<file path="src/rtl/twi_status_pkg.sv">
package twi_status_pkg;
    localparam int WORD_W    = 32;
    localparam int BIT_COMP  = 0;
    localparam int BIT_RXRDY = 1;
    localparam int BIT_TXRDY = 2;
    localparam int BIT_OVRE  = 6;
    localparam int BIT_UNRE  = 7;
    localparam int BIT_NACK  = 8;

    typedef struct packed {
        logic comp;
        logic rxrdy;
        logic txrdy;
        logic ovre;
        logic unre;
        logic nack;
    } flags_t;

    function automatic logic [WORD_W-1:0] pack_flags(input flags_t f);
        logic [WORD_W-1:0] w;
        w = '0;
        w[BIT_COMP]  = f.comp;
        w[BIT_RXRDY] = f.rxrdy;
        w[BIT_TXRDY] = f.txrdy;
        w[BIT_OVRE]  = f.ovre;
        w[BIT_UNRE]  = f.unre;
        w[BIT_NACK]  = f.nack;
        return w;
    endfunction
endpackage

</file>
<file path="src/rtl/twi_flag_cell.sv">
module twi_flag_cell (
    input  logic clk,
    input  logic rst,
    input  logic set_i,
    input  logic clr_i,
    output logic q_o
);
    always_ff @(posedge clk) begin
        if (rst)        q_o <= 1'b0;
        else if (set_i) q_o <= 1'b1;
        else if (clr_i) q_o <= 1'b0;
    end

    p_set_wins_r12: assert property (@(posedge clk) disable iff (rst)
        set_i |=> q_o);
endmodule

</file>
<file path="src/rtl/twi_rx_flags.sv">
module twi_rx_flags (
    input  logic clk,
    input  logic rst,
    input  logic ev_rx_byte,
    input  logic rd_rxhold,
    input  logic rd_status,
    input  logic comp_i,
    output logic rxrdy_o,
    output logic ovre_o
);
    logic ovre_set, err_clr;

    assign ovre_set = ev_rx_byte & rxrdy_o;
    assign err_clr  = rd_status & comp_i;

    twi_flag_cell u_rxrdy (.clk(clk), .rst(rst), .set_i(ev_rx_byte),
                           .clr_i(rd_rxhold), .q_o(rxrdy_o));
    twi_flag_cell u_ovre  (.clk(clk), .rst(rst), .set_i(ovre_set),
                           .clr_i(err_clr), .q_o(ovre_o));

    p_rx_set_r4: assert property (@(posedge clk) disable iff (rst)
        ev_rx_byte |=> rxrdy_o);
    p_rx_clr_r4: assert property (@(posedge clk) disable iff (rst)
        (rd_rxhold && !ev_rx_byte) |=> !rxrdy_o);
    p_overrun_r5: assert property (@(posedge clk) disable iff (rst)
        (ev_rx_byte && rxrdy_o) |=> ovre_o);
    p_ovre_hold_r8: assert property (@(posedge clk) disable iff (rst)
        (ovre_o && !comp_i) |=> ovre_o);
endmodule

</file>
<file path="src/rtl/twi_tx_flags.sv">
module twi_tx_flags (
    input  logic clk,
    input  logic rst,
    input  logic master_mode,
    input  logic en_master,
    input  logic ev_hold_to_shift,
    input  logic ev_shift_req,
    input  logic ev_nack,
    input  logic wr_txhold,
    input  logic rd_status,
    input  logic comp_i,
    output logic txrdy_o,
    output logic unre_o,
    output logic stop_req_o
);
    logic txrdy_set, unre_set, err_clr;

    assign txrdy_set = en_master | ev_hold_to_shift | ev_nack;
    assign unre_set  = ev_shift_req & txrdy_o;
    assign err_clr   = rd_status & comp_i;

    twi_flag_cell u_txrdy (.clk(clk), .rst(rst), .set_i(txrdy_set),
                           .clr_i(wr_txhold), .q_o(txrdy_o));
    twi_flag_cell u_unre  (.clk(clk), .rst(rst), .set_i(unre_set),
                           .clr_i(err_clr), .q_o(unre_o));

    always_ff @(posedge clk) begin
        if (rst) stop_req_o <= 1'b0;
        else     stop_req_o <= unre_set & master_mode;
    end

    p_txrdy_clr_r6: assert property (@(posedge clk) disable iff (rst)
        (wr_txhold && !en_master && !ev_hold_to_shift && !ev_nack) |=> !txrdy_o);
    p_underrun_r7: assert property (@(posedge clk) disable iff (rst)
        (ev_shift_req && txrdy_o) |=> unre_o);
    p_stop_req_r7: assert property (@(posedge clk) disable iff (rst)
        (ev_shift_req && txrdy_o && master_mode) |=> stop_req_o);
    p_stop_slave_r7: assert property (@(posedge clk) disable iff (rst)
        !master_mode |=> !stop_req_o);
    p_unre_hold_r8: assert property (@(posedge clk) disable iff (rst)
        (unre_o && !comp_i) |=> unre_o);
    p_nack_txrdy_r9: assert property (@(posedge clk) disable iff (rst)
        ev_nack |=> txrdy_o);
endmodule

</file>
<file path="src/rtl/twi_comp_flags.sv">
module twi_comp_flags (
    input  logic clk,
    input  logic rst,
    input  logic master_mode,
    input  logic en_master,
    input  logic ev_nack,
    input  logic ev_stop_sent,
    input  logic ev_slv_start,
    input  logic ev_slv_stop,
    input  logic wr_txhold,
    input  logic rd_status,
    input  logic txrdy_i,
    output logic comp_o,
    output logic nack_o
);
    logic comp_set, comp_clr;

    always_comb begin
        comp_set = en_master | ev_nack;
        comp_clr = 1'b0;
        if (master_mode) begin
            comp_set = comp_set | (ev_stop_sent & txrdy_i);
            comp_clr = wr_txhold;
        end else begin
            comp_set = comp_set | ev_slv_stop;
            comp_clr = ev_slv_start;
        end
    end

    twi_flag_cell u_comp (.clk(clk), .rst(rst), .set_i(comp_set),
                          .clr_i(comp_clr), .q_o(comp_o));
    twi_flag_cell u_nack (.clk(clk), .rst(rst), .set_i(ev_nack),
                          .clr_i(rd_status), .q_o(nack_o));

    p_enable_r3: assert property (@(posedge clk) disable iff (rst)
        en_master |=> comp_o);
    p_nack_all_r9: assert property (@(posedge clk) disable iff (rst)
        ev_nack |=> (comp_o && nack_o));
    p_nack_clr_r9: assert property (@(posedge clk) disable iff (rst)
        (rd_status && !ev_nack) |=> !nack_o);
    p_master_stop_r10: assert property (@(posedge clk) disable iff (rst)
        (master_mode && ev_stop_sent && txrdy_i) |=> comp_o);
    p_slave_stop_r11: assert property (@(posedge clk) disable iff (rst)
        (!master_mode && ev_slv_stop) |=> comp_o);
    p_slave_start_r11: assert property (@(posedge clk) disable iff (rst)
        (!master_mode && ev_slv_start && !ev_slv_stop && !ev_nack && !en_master)
        |=> !comp_o);
endmodule

</file>
<file path="src/rtl/twi_status_flags.sv">
module twi_status_flags
    import twi_status_pkg::*;
(
    input  logic              clk,
    input  logic              rst,
    input  logic              master_mode,
    input  logic              en_master,
    input  logic              ev_rx_byte,
    input  logic              ev_hold_to_shift,
    input  logic              ev_shift_req,
    input  logic              ev_stop_sent,
    input  logic              ev_slv_start,
    input  logic              ev_slv_stop,
    input  logic              ev_nack,
    input  logic              rd_status,
    input  logic              rd_rxhold,
    input  logic              wr_txhold,
    output logic [WORD_W-1:0] status_word,
    output logic              stop_req
);
    flags_t fl;

    twi_rx_flags u_rx (
        .clk(clk), .rst(rst), .ev_rx_byte(ev_rx_byte), .rd_rxhold(rd_rxhold),
        .rd_status(rd_status), .comp_i(fl.comp),
        .rxrdy_o(fl.rxrdy), .ovre_o(fl.ovre));

    twi_tx_flags u_tx (
        .clk(clk), .rst(rst), .master_mode(master_mode), .en_master(en_master),
        .ev_hold_to_shift(ev_hold_to_shift), .ev_shift_req(ev_shift_req),
        .ev_nack(ev_nack), .wr_txhold(wr_txhold), .rd_status(rd_status),
        .comp_i(fl.comp), .txrdy_o(fl.txrdy), .unre_o(fl.unre),
        .stop_req_o(stop_req));

    twi_comp_flags u_comp (
        .clk(clk), .rst(rst), .master_mode(master_mode), .en_master(en_master),
        .ev_nack(ev_nack), .ev_stop_sent(ev_stop_sent),
        .ev_slv_start(ev_slv_start), .ev_slv_stop(ev_slv_stop),
        .wr_txhold(wr_txhold), .rd_status(rd_status), .txrdy_i(fl.txrdy),
        .comp_o(fl.comp), .nack_o(fl.nack));

    assign status_word = pack_flags(fl);

    p_reset_r2: assert property (@(posedge clk) rst |=> (status_word == '0 && !stop_req));
endmodule

</file>
<file path="config.mk">
export PLATFORM = sky130hd
export DESIGN_NAME = twi_status_flags
export DESIGN_NICKNAME = d
export VERILOG_FILES = /design/src/rtl/twi_status_pkg.sv /design/src/rtl/twi_flag_cell.sv /design/src/rtl/twi_rx_flags.sv /design/src/rtl/twi_tx_flags.sv /design/src/rtl/twi_comp_flags.sv /design/src/rtl/twi_status_flags.sv
export SDC_FILE = /design/constraint.sdc
export NUM_CORES = 1
export LEC_CHECK = 0
export ABC_AREA = 1
export BUFFER_PORTS_ARGS = -buffer_cell sky130_fd_sc_hd__buf_2
export CELL_PAD_IN_SITES_DETAIL_PLACEMENT = 1
export CELL_PAD_IN_SITES_GLOBAL_PLACEMENT = 1
export CORE_MARGIN = 3
export CORE_UTILIZATION = 20
export CTS_CLUSTER_DIAMETER = 30
export DETAILED_ROUTE_END_ITERATION = 12
export GPL_TIMING_DRIVEN = 0
export PLACE_DENSITY = 0.7
export REMOVE_ABC_BUFFERS = 1
export SETUP_SLACK_MARGIN = 0.15
export SLEW_MARGIN = 15
export SYNTH_ARGS = -nofsm -noshare
export SYNTH_HDL_FRONTEND = slang
export SYNTH_SLANG_ARGS = --single-unit
</file>
<file path="constraint.sdc">
create_clock -name clk -period 0.8 [get_ports clk]
set_input_delay 0.16 -clock clk [delete_from_list [all_inputs] [get_ports clk]]
set_output_delay 0.16 -clock clk [all_outputs]
set_load 0.05 [all_outputs]
</file>
==> flow_results.xml <==
<?xml version="1.0" encoding="UTF-8"?>
<metrics>
  <group name="finish">
    <metric name="final-seq-area" unit="um2">151</metric>
    <metric name="fillers" unit="">304</metric>
    <metric name="drive_gt1_share" unit="%">58.1</metric>
    <metric name="final_layout_net_count" unit="">108</metric>
    <metric name="area_of_combinational_cells_with_multiple_inputs" unit="um2">262</metric>
    <metric name="area.growth.synth_to_final" unit="%">38.5</metric>
    <metric name="final_util" unit="%">31.0</metric>
    <metric name="num_antenna_cells" unit="">0</metric>
  </group>
  <group name="cts">
    <metric name="clockRootBuffer" unit="">sky130_fd_sc_hd__clkbuf_4</metric>
    <metric name="tritoncts.num_buffers" unit="">3</metric>
    <metric name="cts_hold_buf" unit="">0</metric>
    <metric name="cts_num_sinks" unit="">7</metric>
    <metric name="cts_htree_levels" unit="">1</metric>
    <metric name="ctsLongestPathBuffers" unit="">2</metric>
    <metric name="cts_tree" unit="">done</metric>
    <metric name="path_clk_slew" unit="ns">0.06</metric>
    <metric name="clock_insertion_delay_worst_skew" unit="ns">0.25</metric>
  </group>
  <group name="routing">
    <metric name="routed_wire_length_per_instance" unit="um">10.5</metric>
    <metric name="totalWireLength" unit="mm">1.27</metric>
    <metric name="detail_route.iter0.violations" unit="">1</metric>
    <metric name="routed_via_density" unit="">3.44</metric>
    <metric name="route.antenna.remaining_nets" unit="">0</metric>
    <metric name="route.detailed.drc" unit="">0</metric>
    <metric name="dr.pass1.iters" unit="">2</metric>
    <metric name="dr_total_vias" unit="">416</metric>
  </group>
  <group name="global_route">
    <metric name="wire_length_of_the_first_global_routing_pass" unit="mm">1.68</metric>
    <metric name="grt_max_degree" unit="">8</metric>
    <metric name="initial_antenna_violation_count" unit="">0</metric>
    <metric name="vias_in_the_first_global_route" unit="">412</metric>
    <metric name="grt-ovfl-total" unit="">0</metric>
    <metric name="grt_usage" unit="%">6.90</metric>
  </group>
  <group name="die">
    <metric name="core_area" unit="um2">2340</metric>
    <metric name="fp-row-count" unit="">17</metric>
    <metric name="dieArea" unit="um2">3260</metric>
    <metric name="die_w" unit="um">57.1</metric>
    <metric name="start_util" unit="%">22.4</metric>
    <metric name="dieHeight" unit="um">57.1</metric>
    <metric name="design.portCount" unit="">47</metric>
  </group>
  <group name="logic_synthesis">
    <metric name="synthesis.yosys.warnings" unit="">0</metric>
    <metric name="synth_cells" unit="">70</metric>
    <metric name="syn_area_per_cell" unit="um2">7.47</metric>
    <metric name="yosys.area.top_type" unit="">sky130_fd_sc_hd__buf_4</metric>
    <metric name="synth.top_cells.by_area" unit="">sky130_fd_sc_hd__buf_4 (46%), sky130_fd_sc_hd__dfxtp_1 (27%), sky130_fd_sc_hd__nand2_1 (7.2%), sky130_fd_sc_hd__inv_1 (5.7%), sky130_fd_sc_hd__a21oi_1 (3.8%)</metric>
    <metric name="ys_seq_elements" unit="">7</metric>
    <metric name="netlist.area_leader.share" unit="%">45.9</metric>
    <metric name="yosysSeqAreaShare" unit="%">26.8</metric>
    <metric name="synth.cell_area" unit="um2">523</metric>
    <metric name="yosys.cell_types.count" unit="">13</metric>
  </group>
  <group name="timing">
    <metric name="grt_setup_unrepaired" unit="">yes</metric>
    <metric name="period_share" unit="%">114</metric>
    <metric name="fmax" unit="MHz">1100</metric>
    <metric name="finalWorstPathRequiredPeriod" unit="ns">0.911</metric>
    <metric name="timing.final.max_slew_violations" unit="">0</metric>
    <metric name="report.final.setup_viol" unit="">8</metric>
    <metric name="final_hold_viol_count" unit="">0</metric>
    <metric name="setup_slack_of_the_critical_path_after_layout" unit="ns">-0.111</metric>
    <metric name="setup_tns" unit="ns">-0.736</metric>
    <metric name="fin_worst_skew" unit="ns">0.00674</metric>
  </group>
  <group name="power">
    <metric name="power.density_cell_area" unit="nW/um2">1770</metric>
    <metric name="ir_worst_vdd" unit="mV">0.806</metric>
    <metric name="leakage" unit="nW">0.397</metric>
    <metric name="fin_total_pwr" unit="mW">1.28</metric>
  </group>
  <group name="critical_path">
    <metric name="critPathMaxStageDelay" unit="ns">0.35</metric>
    <metric name="critical-path-top-delay-family" unit="">flip-flops</metric>
    <metric name="cp_data_required_time" unit="ns">0.64</metric>
    <metric name="critical_path.slowest_cell" unit="">sky130_fd_sc_hd__dfxtp_2</metric>
    <metric name="ff2ff_setup_slack" unit="ns">-0.05</metric>
    <metric name="worstPathArrival" unit="ns">0.75</metric>
    <metric name="cp-end-kind" unit="">output pin</metric>
    <metric name="crit_buf_inv" unit="">1</metric>
    <metric name="crit_chain" unit="">buf_8</metric>
    <metric name="setup.worst_path.class" unit="">register to output pin</metric>
    <metric name="crit_fanout" unit="">2</metric>
    <metric name="startpoint_type" unit="">register</metric>
  </group>
  <group name="outcome">
    <metric name="failing_checks" unit="">setup timing</metric>
    <metric name="run_status" unit="">complete, but fails checks</metric>
  </group>
  <group name="place">
    <metric name="gp_congestion" unit="">0.672</metric>
    <metric name="port_buffers" unit="">20</metric>
    <metric name="hpwlAfterDp" unit="um">981</metric>
  </group>
  <group name="min_path">
    <metric name="hold_path.class" unit="">input pin to register</metric>
  </group>
  <group name="flow_run">
    <metric name="drv.max_cap_violation_count" unit="">0</metric>
  </group>
</metrics>
-- flip-flops by register name (all words and copies together), names as in the netlist --
register           count
u_comp.u_comp.q_o      1
u_comp.u_nack.q_o      1
u_rx.u_ovre.q_o        1
u_rx.u_rxrdy.q_o       1
u_tx.stop_req_o        1
u_tx.u_txrdy.q_o       1
u_tx.u_unre.q_o        1
-- cell families after synthesis --
kind of cell	count (synthesis)	synth area share [%]
compound gates	6	7.18
buf+inv	40	51.7
other cells	1	0.717
flops	7	26.8
simple gates	16	13.6
-- layout make-up --
type                       count  share of cell area, %
multi-input combinational     48                   36.1
timing repair buffer          26                   30.2
sequential                     7                   20.9
tap                           28                   4.84
inverter                       8                   4.15
clock buffer                   3                   3.11
clock inverter                 1                  0.691
-- layout by cell type (no fill, tap or decap) --
cell type,count
sky130_fd_sc_hd__nand3_2,2
sky130_fd_sc_hd__nor2_2,1
sky130_fd_sc_hd__dfxtp_2,6
sky130_fd_sc_hd__buf_8,6
sky130_fd_sc_hd__inv_1,8
sky130_fd_sc_hd__nor3_2,1
sky130_fd_sc_hd__buf_2,13
sky130_fd_sc_hd__nand2_1,2
sky130_fd_sc_hd__conb_1,26
sky130_fd_sc_hd__a31o_1,1
sky130_fd_sc_hd__buf_4,4
sky130_fd_sc_hd__buf_6,3
sky130_fd_sc_hd__a21oi_2,5
sky130_fd_sc_hd__nor2_1,2
sky130_fd_sc_hd__nand2_2,6
sky130_fd_sc_hd__clkinv_2,1
sky130_fd_sc_hd__dfxtp_4,1
sky130_fd_sc_hd__nand2_4,2
sky130_fd_sc_hd__clkbuf_4,3
-- per-layer routing --
metal | global-route usage (%) | wire [um]
met3 | 3.17 | 129
met2 | 13.7 | 701
met5 | 0 | 0
met4 | 3.64 | 51
met1 | 5.41 | 384
-- power breakdown --
group	total [mW]	internal [mW]	leakage (nW)	switching [mW]
combinational	0.565	0.135	0.319	0.430
sequential	0.393	0.373	0.0603	0.0200
clock	0.321	0.183	0.0177	0.138
total	1.28	0.691	0.397	0.588
-- worst paths after layout --
path	startpoint	end	depth (start not counted)
worst max-delay path	u_comp.u_nack.q_o	status_word[8]	1
worst min-delay path	ev_shift_req	u_tx.stop_req_o	3
worst min register to register	u_comp.u_nack.q_o	u_comp.u_nack.q_o	2
worst max register to register	u_comp.u_comp.q_o	u_comp.u_comp.q_o	5
-- what timing repair did --
item / 4_1_cts / 5_1_grt
endpoints found under the hold margin: 0 / 0
gates cloned: 0 / 0
setup buffers: 5 / 1
endpoints found under the setup margin: 12 / 14
pin swaps: 5 / 10
gates resized for setup: 30 / 16
-- synthesized netlist by cell type --
| master | number |
|---|---|
| sky130_fd_sc_hd__buf_4 | 32 |
| sky130_fd_sc_hd__nand2_1 | 10 |
| sky130_fd_sc_hd__inv_1 | 8 |
| sky130_fd_sc_hd__dfxtp_1 | 7 |
| sky130_fd_sc_hd__a21oi_1 | 4 |
| sky130_fd_sc_hd__nor2_1 | 2 |
| sky130_fd_sc_hd__a21oi_2 | 1 |
| sky130_fd_sc_hd__a31o_1 | 1 |
| sky130_fd_sc_hd__conb_1 | 1 |
| sky130_fd_sc_hd__nand3_1 | 1 |
| sky130_fd_sc_hd__nand3_2 | 1 |
| sky130_fd_sc_hd__nor2_2 | 1 |
| sky130_fd_sc_hd__nor3_1 | 1 |
-- stage by stage --
stage               instances  setup WS, ns  hold slack [ns]  cell area (um2)
finish                    121        -0.111            0.149              724
global route              121        -0.140            0.150              724
CTS                       120        -0.107            0.149              661
detailed placement        111      -0.00565            0.416              512
global placement          111       0.00102            0.383              512
floorplan                  63        -0.241            0.222              377
No activity file was read; power rests on OpenSTA's default activity.
